[src/rtl/adc_seq_pkg.sv]
package adc_seq_pkg;

    // Phase of a transaction, advanced on rising serial clock edges.
    typedef enum logic [2:0] {
        ST_HUNT  = 3'd0,  // waiting for the start marker
        ST_MODE  = 3'd1,  // next bit is single-ended / differential
        ST_SIGN  = 3'd2,  // next bit is odd / sign
        ST_TRIAL = 3'd3,  // binary search in progress
        ST_TAIL  = 3'd4,  // last bit decided, being shifted out
        ST_HOLD  = 3'd5   // finished, idle until select rises
    } seq_state_e;

endpackage

[src/rtl/adc_seq_ctrl.sv]
module adc_seq_ctrl
    import adc_seq_pkg::*;
#(
    parameter int RES_BITS = 8
) (
    input  logic                sclk,
    input  logic                cs_n,
    input  logic                sdi,
    input  logic                cmp_hi,
    output logic                cfg_valid,
    output logic                cfg_sgl,
    output logic                cfg_odd,
    output logic [RES_BITS-1:0] dac_code,
    output logic                shift_on,
    output logic                lead_slot,
    output logic                last_bit
);

    localparam int SW = (RES_BITS > 1) ? $clog2(RES_BITS) : 1;
    localparam int CW = $clog2(RES_BITS + 1);
    localparam logic [SW-1:0] TOP_STEP = SW'(RES_BITS - 1);

    typedef struct packed {
        seq_state_e          st;
        logic                sgl;
        logic                odd;
        logic [RES_BITS-1:0] kept;
        logic [SW-1:0]       step;
        logic [CW-1:0]       ndone;
        logic                dec;
    } ctrl_t;

    ctrl_t cur_q, nxt_d;

    // One-hot mask of the bit under test.
    logic [RES_BITS-1:0] step_mask;
    for (genvar g = 0; g < RES_BITS; g++) begin : g_mask
        assign step_mask[g] = (cur_q.step == SW'(g));
    end

    always_comb begin
        nxt_d = cur_q;
        unique case (cur_q.st)
            ST_HUNT: begin
                if (sdi) nxt_d.st = ST_MODE;
            end
            ST_MODE: begin
                nxt_d.sgl = sdi;
                nxt_d.st  = ST_SIGN;
            end
            ST_SIGN: begin
                nxt_d.odd   = sdi;
                nxt_d.kept  = '0;
                nxt_d.step  = TOP_STEP;
                nxt_d.ndone = '0;
                nxt_d.st    = ST_TRIAL;
            end
            ST_TRIAL: begin
                if (cmp_hi) nxt_d.kept = cur_q.kept | step_mask;
                nxt_d.dec   = cmp_hi;
                nxt_d.ndone = cur_q.ndone + 1'b1;
                if (cur_q.step == '0) nxt_d.st = ST_TAIL;
                else                  nxt_d.step = cur_q.step - 1'b1;
            end
            ST_TAIL: nxt_d.st = ST_HOLD;
            ST_HOLD: nxt_d.st = ST_HOLD;
            default: nxt_d.st = ST_HUNT;
        endcase
    end

    always_ff @(posedge sclk or posedge cs_n) begin
        if (cs_n) begin
            cur_q <= '{st: ST_HUNT, sgl: 1'b0, odd: 1'b0, kept: '0,
                       step: '0, ndone: '0, dec: 1'b0};
        end else begin
            cur_q <= nxt_d;
        end
    end

    assign cfg_valid = (cur_q.st == ST_TRIAL) || (cur_q.st == ST_TAIL) || (cur_q.st == ST_HOLD);
    assign cfg_sgl   = cur_q.sgl;
    assign cfg_odd   = cur_q.odd;
    assign dac_code  = (cur_q.st == ST_TRIAL) ? (cur_q.kept | step_mask) : cur_q.kept;
    assign shift_on  = (cur_q.st == ST_TRIAL) || (cur_q.st == ST_TAIL);
    assign lead_slot = (cur_q.ndone == '0);
    assign last_bit  = cur_q.dec;

    // the first trial after the configuration is the top bit alone.
    p_first_trial_r5: assert property (@(posedge sclk) disable iff (cs_n)
        (cur_q.st == ST_SIGN) |=> (dac_code == RES_BITS'(1) << (RES_BITS - 1)));

    // each trial sets at most one new kept bit.
    p_one_bit_per_step_r5: assert property (@(posedge sclk) disable iff (cs_n)
        (cur_q.st == ST_TRIAL) |=> ($countones(cur_q.kept) <= $countones($past(cur_q.kept)) + 1));

    // zeros during the hunt never leave the hunt.
    p_zeros_ignored_r2: assert property (@(posedge sclk) disable iff (cs_n)
        (cur_q.st == ST_HUNT && !sdi) |=> (cur_q.st == ST_HUNT));

    // the captured configuration does not move during the search.
    p_cfg_frozen_r7: assert property (@(posedge sclk) disable iff (cs_n)
        (cur_q.st == ST_TRIAL) |=> ($stable(cur_q.sgl) && $stable(cur_q.odd)));

    // once finished, the sequencer stays finished until select rises.
    p_hold_sticks_r8: assert property (@(posedge sclk) disable iff (cs_n)
        (cur_q.st == ST_HOLD) |=> (cur_q.st == ST_HOLD));

endmodule

[src/rtl/adc_seq_dout.sv]
module adc_seq_dout (
    input  logic sclk,
    input  logic cs_n,
    input  logic shift_on,
    input  logic lead_slot,
    input  logic last_bit,
    output logic sdo,
    output logic sdo_oe
);

    typedef struct packed {
        logic oe;
        logic dat;
    } dout_t;

    dout_t out_q, out_d;

    always_comb begin
        out_d     = out_q;
        out_d.oe  = shift_on;
        out_d.dat = shift_on && !lead_slot && last_bit;
    end

    always_ff @(negedge sclk or posedge cs_n) begin
        if (cs_n) out_q <= '{oe: 1'b0, dat: 1'b0};
        else      out_q <= out_d;
    end

    assign sdo    = out_q.dat;
    assign sdo_oe = out_q.oe;

    // the first driven slot of a frame carries a zero.
    p_lead_zero_r4: assert property (@(posedge sclk) disable iff (cs_n)
        (sdo_oe && !$past(sdo_oe)) |-> !sdo);

endmodule

[src/rtl/adc_seq_mux_dec.sv]
module adc_seq_mux_dec (
    input  logic cfg_valid,
    input  logic cfg_sgl,
    input  logic cfg_odd,
    output logic mux_diff,
    output logic mux_pos_sel
);

    always_comb begin
        mux_diff    = 1'b0;
        mux_pos_sel = 1'b0;
        if (cfg_valid) begin
            mux_diff    = !cfg_sgl;
            mux_pos_sel = cfg_odd;
        end
    end

endmodule

[src/rtl/serial_adc_seq.sv]
module serial_adc_seq #(
    parameter int RES_BITS = 8
) (
    input  logic                sclk,
    input  logic                cs_n,
    input  logic                sdi,
    input  logic                cmp_hi,
    output logic [RES_BITS-1:0] dac_code,
    output logic                mux_diff,
    output logic                mux_pos_sel,
    output logic                sdo,
    output logic                sdo_oe
);

    logic cfg_valid, cfg_sgl, cfg_odd;
    logic shift_on, lead_slot, last_bit;

    adc_seq_ctrl #(.RES_BITS(RES_BITS)) ctrl_i (
        .sclk      (sclk),
        .cs_n      (cs_n),
        .sdi       (sdi),
        .cmp_hi    (cmp_hi),
        .cfg_valid (cfg_valid),
        .cfg_sgl   (cfg_sgl),
        .cfg_odd   (cfg_odd),
        .dac_code  (dac_code),
        .shift_on  (shift_on),
        .lead_slot (lead_slot),
        .last_bit  (last_bit)
    );

    adc_seq_mux_dec mux_i (
        .cfg_valid   (cfg_valid),
        .cfg_sgl     (cfg_sgl),
        .cfg_odd     (cfg_odd),
        .mux_diff    (mux_diff),
        .mux_pos_sel (mux_pos_sel)
    );

    adc_seq_dout dout_i (
        .sclk      (sclk),
        .cs_n      (cs_n),
        .shift_on  (shift_on),
        .lead_slot (lead_slot),
        .last_bit  (last_bit),
        .sdo       (sdo),
        .sdo_oe    (sdo_oe)
    );

endmodule

[config.mk]
export PLATFORM = sky130hd
export DESIGN_NAME = serial_adc_seq
export DESIGN_NICKNAME = d
export VERILOG_FILES = /design/src/rtl/adc_seq_pkg.sv /design/src/rtl/adc_seq_ctrl.sv /design/src/rtl/adc_seq_dout.sv /design/src/rtl/adc_seq_mux_dec.sv /design/src/rtl/serial_adc_seq.sv
export SDC_FILE = /design/constraint.sdc
export NUM_CORES = 1
export LEC_CHECK = 0
export BUFFER_PORTS_ARGS = -buffer_cell sky130_fd_sc_hd__buf_2
export CORE_UTILIZATION = 59
export DETAILED_ROUTE_END_ITERATION = 12
export GPL_ROUTABILITY_DRIVEN = 0
export HOLD_SLACK_MARGIN = 0.1
export PLACE_DENSITY = 0.81
export SETUP_SLACK_MARGIN = 0.02
export SYNTH_ARGS = -nofsm -noshare
export SYNTH_HDL_FRONTEND = slang
export SYNTH_HIERARCHICAL = 1
export SYNTH_SLANG_ARGS = --single-unit
[constraint.sdc]
create_clock -name sclk -period 2.5 [get_ports sclk]
set_input_delay 0.375 -clock sclk [delete_from_list [all_inputs] [get_ports sclk]]
set_output_delay 0.375 -clock sclk [all_outputs]
set_load 0.01 [all_outputs]
=== Word-level counts from Yosys, hierarchy flattened ===
Index checks and enable logic that the tools add are counted.
W data, S select, Z words.

* Bitwise logic cells: 1
* Reduce and logical (&&, ||, !) cells: 14
* Equal/unequal tests: 16
* Add/sub/neg operators: 2
* Mux-type cells: 9

{| class="wikitable"
|+ Operators with widths
! operator !! number
|-
| $pmux W15 S2 || 1
|-
| $eq A3 B3 Y1 const B || 6
|-
| $mux W8 || 2
|-
| $pmux W3 S5 || 1
|-
| $eq A3 B2 Y1 const B || 4
|-
| $mux W3 || 3
|-
| $or A8 B8 Y8 || 1
|-
| $eq A3 B1 Y1 const B || 2
|-
| $logic_not A3 Y1 || 2
|-
| $ne A2 B2 Y1 const B || 3
|-
| $reduce_and A2 Y1 || 3
|-
| $add A4 B1 Y4 const B || 1
|-
| $logic_not A4 Y1 || 1
|-
| $sub A3 B1 Y3 const B || 1
|-
| $logic_and A1 B1 Y1 || 2
|-
| $logic_not A1 Y1 || 2
|-
| $logic_or A1 B1 Y1 || 2
|-
| $mux W1 || 2
|-
| $ne A2 B1 Y1 const B || 1
|-
| $reduce_bool A2 Y1 || 1
|-
| $reduce_or A2 Y1 || 1
|}

* Word-level logic and storage cells: 51
* Input bits: 4
* Flip-flop bits (word level): 23
* Output and inout bits: 12

=== Logic depth before layout (Yosys ltp) ===
* Depth in word-level cells: 4
* Depth in mapped cells: 5
* Gate-level depth less buffers: 5

=== Modules after synthesis ===
Netlist, hierarchy kept.

{| class="wikitable"
|+ Modules (own cells, without submodules)
! module !! sequential area each (µm²) !! area an instance (µm²) !! cells an instance !! instances
|-
| adc_seq_ctrl || 525.5 || 1099.8 || 108 || 1
|-
| adc_seq_dout || 50.0 || 62.6 || 4 || 1
|-
| adc_seq_mux_dec || 0.0 || 20.0 || 2 || 1
|}

==> impl_metrics.env <==
export IMPL_rows=15
export IMPL_antenna_found_initial=0
export IMPL_finalSetupTns_ps=0
export IMPL_dp_hpwl_mm=1.699
export IMPL_relSlewSlack_pct=46.10
export IMPL_grt_max_degree=22
export IMPL_dieArea_um2=2187
export IMPL_rrSetupSlack_ps=110
export IMPL_avgSynthCellArea_um2=10.37
export IMPL_placement_io_buffers=15
export IMPL_synthDistinctLibCells=35
export IMPL_start_util_pct=65.63
export IMPL_cts_sinks=23
export IMPL_utilization_pct=73.89
export IMPL_die_height_um=46.77
export IMPL_fin_ws_ps=59.65
export IMPL_syn_num_nets=125
export IMPL_syn_area_um2=1182
export IMPL_hold_violations=0
export IMPL_grt_usage_pct=24.52
export IMPL_clk_latency_ps=300
export IMPL_cts_tree="yes"
export IMPL_slew_viol_final=0
export IMPL_ioPinCount=16
export IMPL_setup_viol=0
export IMPL_path_buf_inv=1
export IMPL_syn_inst=114
export IMPL_dp_cells=153
export IMPL_vdd_drop_max_mv=0.3194
export IMPL_layout_common_cells="21 x dfrtp_1, 14 x buf_2, 12 x nor2_1, 9 x a21oi_1"
export IMPL_area_delta_synth_final_pct=12.59
export IMPL_clk_pin_slew_ps=120
export IMPL_dr_pass1_iters=4
export IMPL_dieWidth_um=46.77
export IMPL_antenna_left=0
export IMPL_worst_pin_slew_ps=807.6
export IMPL_crit_fanout=1
export IMPL_vias_per_cell=5.804
export IMPL_power_density_nw_per_um2=444.6
export IMPL_cap_violations=0
export IMPL_ys_seq_elements=23
export IMPL_slowest_stage="dfrtn_1"
export IMPL_clockRootBuffer="clkbuf_4"
export IMPL_place_ws_ps=119.9
export IMPL_leakagePower_nw=0.6565
export IMPL_r2r_cells=4
export IMPL_n_antenna_cell=0
export IMPL_drt_iter0_markers=18
export IMPL_grt_use_met3_pct=5.000
export IMPL_clockBufferDepth=2
export IMPL_cp_slowest_stage_delay_ps=420
export IMPL_grt_overflow=0
export IMPL_drive_gt1_share_pct=26.32
export IMPL_worstReg2RegStart="ctrl_i/cur_q[1]$_DFFE_PP0P_"
export IMPL_ys_seq_area_share_pct=48.68
export IMPL_grt_pass1_wl_mm=3.636
export IMPL_drc=0
export IMPL_num_vias=917
export IMPL_final_common_cell="dfrtp_1"
export IMPL_numCtsBuffers=3
export IMPL_cts_max_level=1
export IMPL_fin_nets=145
export IMPL_cp_required_ps=2120
export IMPL_rsz0062_at_grt="true"
export IMPL_finClkSkew_ps=4.127
export IMPL_grtUsageMet1_pct=32.10
export IMPL_grt_busiest_layer="met2"
export IMPL_path_class="flip-flop to output pin"
export IMPL_coreArea_um2=1802
export IMPL_cp_arrival_ps=2070
export IMPL_hold_path_class="primary input to asynchronous set/reset pin"
export IMPL_use_met2_pct=39.72
export IMPL_outcome="finished clean"
export IMPL_wl_mm=2.421
export IMPL_ys_warn_count=6
export IMPL_end_kind="output pin"
export IMPL_final_cells=158
export IMPL_path_cells="buf_6"
export IMPL_grt_pass1_vias=820
export IMPL_crit_family="flip-flops"
export IMPL_post_drt_wl_per_cell_um=15.32
export IMPL_start_kind="flip-flop"
export IMPL_r2r_end="dout_i/sdo$_DFF_NP0_"
export IMPL_cp_num_cells=1
synth_stat cells, drive strengths merged:
| master | count | area [um2] |
|---|---|---|
| and3b | 1 | 8.760 |
| a21boi | 1 | 7.510 |
| o21bai | 1 | 7.510 |
| nand3 | 3 | 15.01 |
| o21ai | 4 | 20.02 |
| nand3b | 2 | 15.01 |
| nor2b | 3 | 26.27 |
| dfrtn | 2 | 50.05 |
| a21oi | 9 | 45.04 |
| nor2 | 13 | 51.30 |
| a31oi | 3 | 18.77 |
| nand2b | 4 | 25.02 |
| a21o | 3 | 22.52 |
| buf | 1 | 11.26 |
| or2b | 1 | 7.510 |
| o221ai | 1 | 8.760 |
| or4b | 1 | 10.01 |
| nand2 | 6 | 22.52 |
| a31o | 4 | 35.03 |
| and4bb | 1 | 12.51 |
| o22ai | 2 | 12.51 |
| and2 | 2 | 12.51 |
| inv | 7 | 26.28 |
| dfrtp | 21 | 525.5 |
| mux2i | 1 | 10.01 |
| o2bb2ai | 1 | 8.760 |
| ha | 7 | 87.58 |
| mux2 | 3 | 33.78 |
| nor3b | 1 | 7.510 |
| a22o | 2 | 18.77 |
| clkbuf | 2 | 7.510 |
| and4b | 1 | 11.26 |
registers in the layout, indices dropped and copies added (netlist names):
name,flops
ctrl_i/cur_q,18
ctrl_i/cfg_odd,1
ctrl_i/cfg_sgl,1
ctrl_i/last_bit,1
dout_i/sdo,1
dout_i/sdo_oe,1
layer usage:
layer / vias to the layer above / share of wire (%)
met3: 4 / 6.2
li1: 436 / -
met4: 0 / 1.1
met2: 35 / 49
met1: 442 / 43
met5: - / 0
power by group:
group / internal (mW) / total (mW) / switching, mW
logic: 0.0177 / 0.0396 / 0.0219
registers: 0.381 / 0.386 / 0.00536
clock network: 0.0596 / 0.166 / 0.106
total: 0.458 / 0.592 / 0.134
metrics by stage:
step / hold WS [ps] / power (mW) / instance area (um2)
2_1_floorplan: 351.5 / 0.4176 / 1182
3_3_place_gp: 472.1 / 0.4320 / 1285
3_5_place_dp: 491.1 / 0.4335 / 1285
4_1_cts: 230.4 / 0.5978 / 1313
5_1_grt: 270.5 / 0.6251 / 1331
6_report: 220.8 / 0.5919 / 1331
cells by family (layout without fill, tap and decap cells):
kind of cell | Yosys count | in the layout | share of synthesized area (%)
flops | 23 | 23 | 48.68
buf+inv | 10 | 29 | 3.810
mux | 4 | 4 | 3.704
compound gates | 31 | 31 | 17.35
simple gates | 39 | 39 | 19.05
fa+ha+maj | 7 | 7 | 7.407
layout make-up:
class / instances / area (um2)
inverters: 7 / 26.28
repair buffers: 18 / 103.9
multi-input cells: 81 / 566.8
flip-flops and latches: 23 / 575.6
clock inverters: 1 / 5.005
clock buffers: 3 / 22.52
fillers: 138 / 470.5
well taps: 25 / 31.28
what timing repair did:
item,in CTS,in global routing
gates resized for setup,0,2
hold buffers,0,0
setup endpoints to repair,0,3
setup buffers,0,1
worst max-delay path by stage:
stage                                            start                   end  slack [ps]
after floorplan           ctrl_i/cur_q[18]$_DFFE_PP0P_  dout_i/sdo$_DFF_NP0_         140
after global placement     ctrl_i/cur_q[1]$_DFFE_PP0P_  dout_i/sdo$_DFF_NP0_         180
after detailed placement   ctrl_i/cur_q[1]$_DFFE_PP0P_  dout_i/sdo$_DFF_NP0_         120
after CTS                  ctrl_i/cur_q[1]$_DFFE_PP0P_  dout_i/sdo$_DFF_NP0_          50
after global routing              dout_i/sdo$_DFF_NP0_                   sdo          -2
final                             dout_i/sdo$_DFF_NP0_                   sdo          60
No activity file was read; power rests on OpenSTA's default activity.
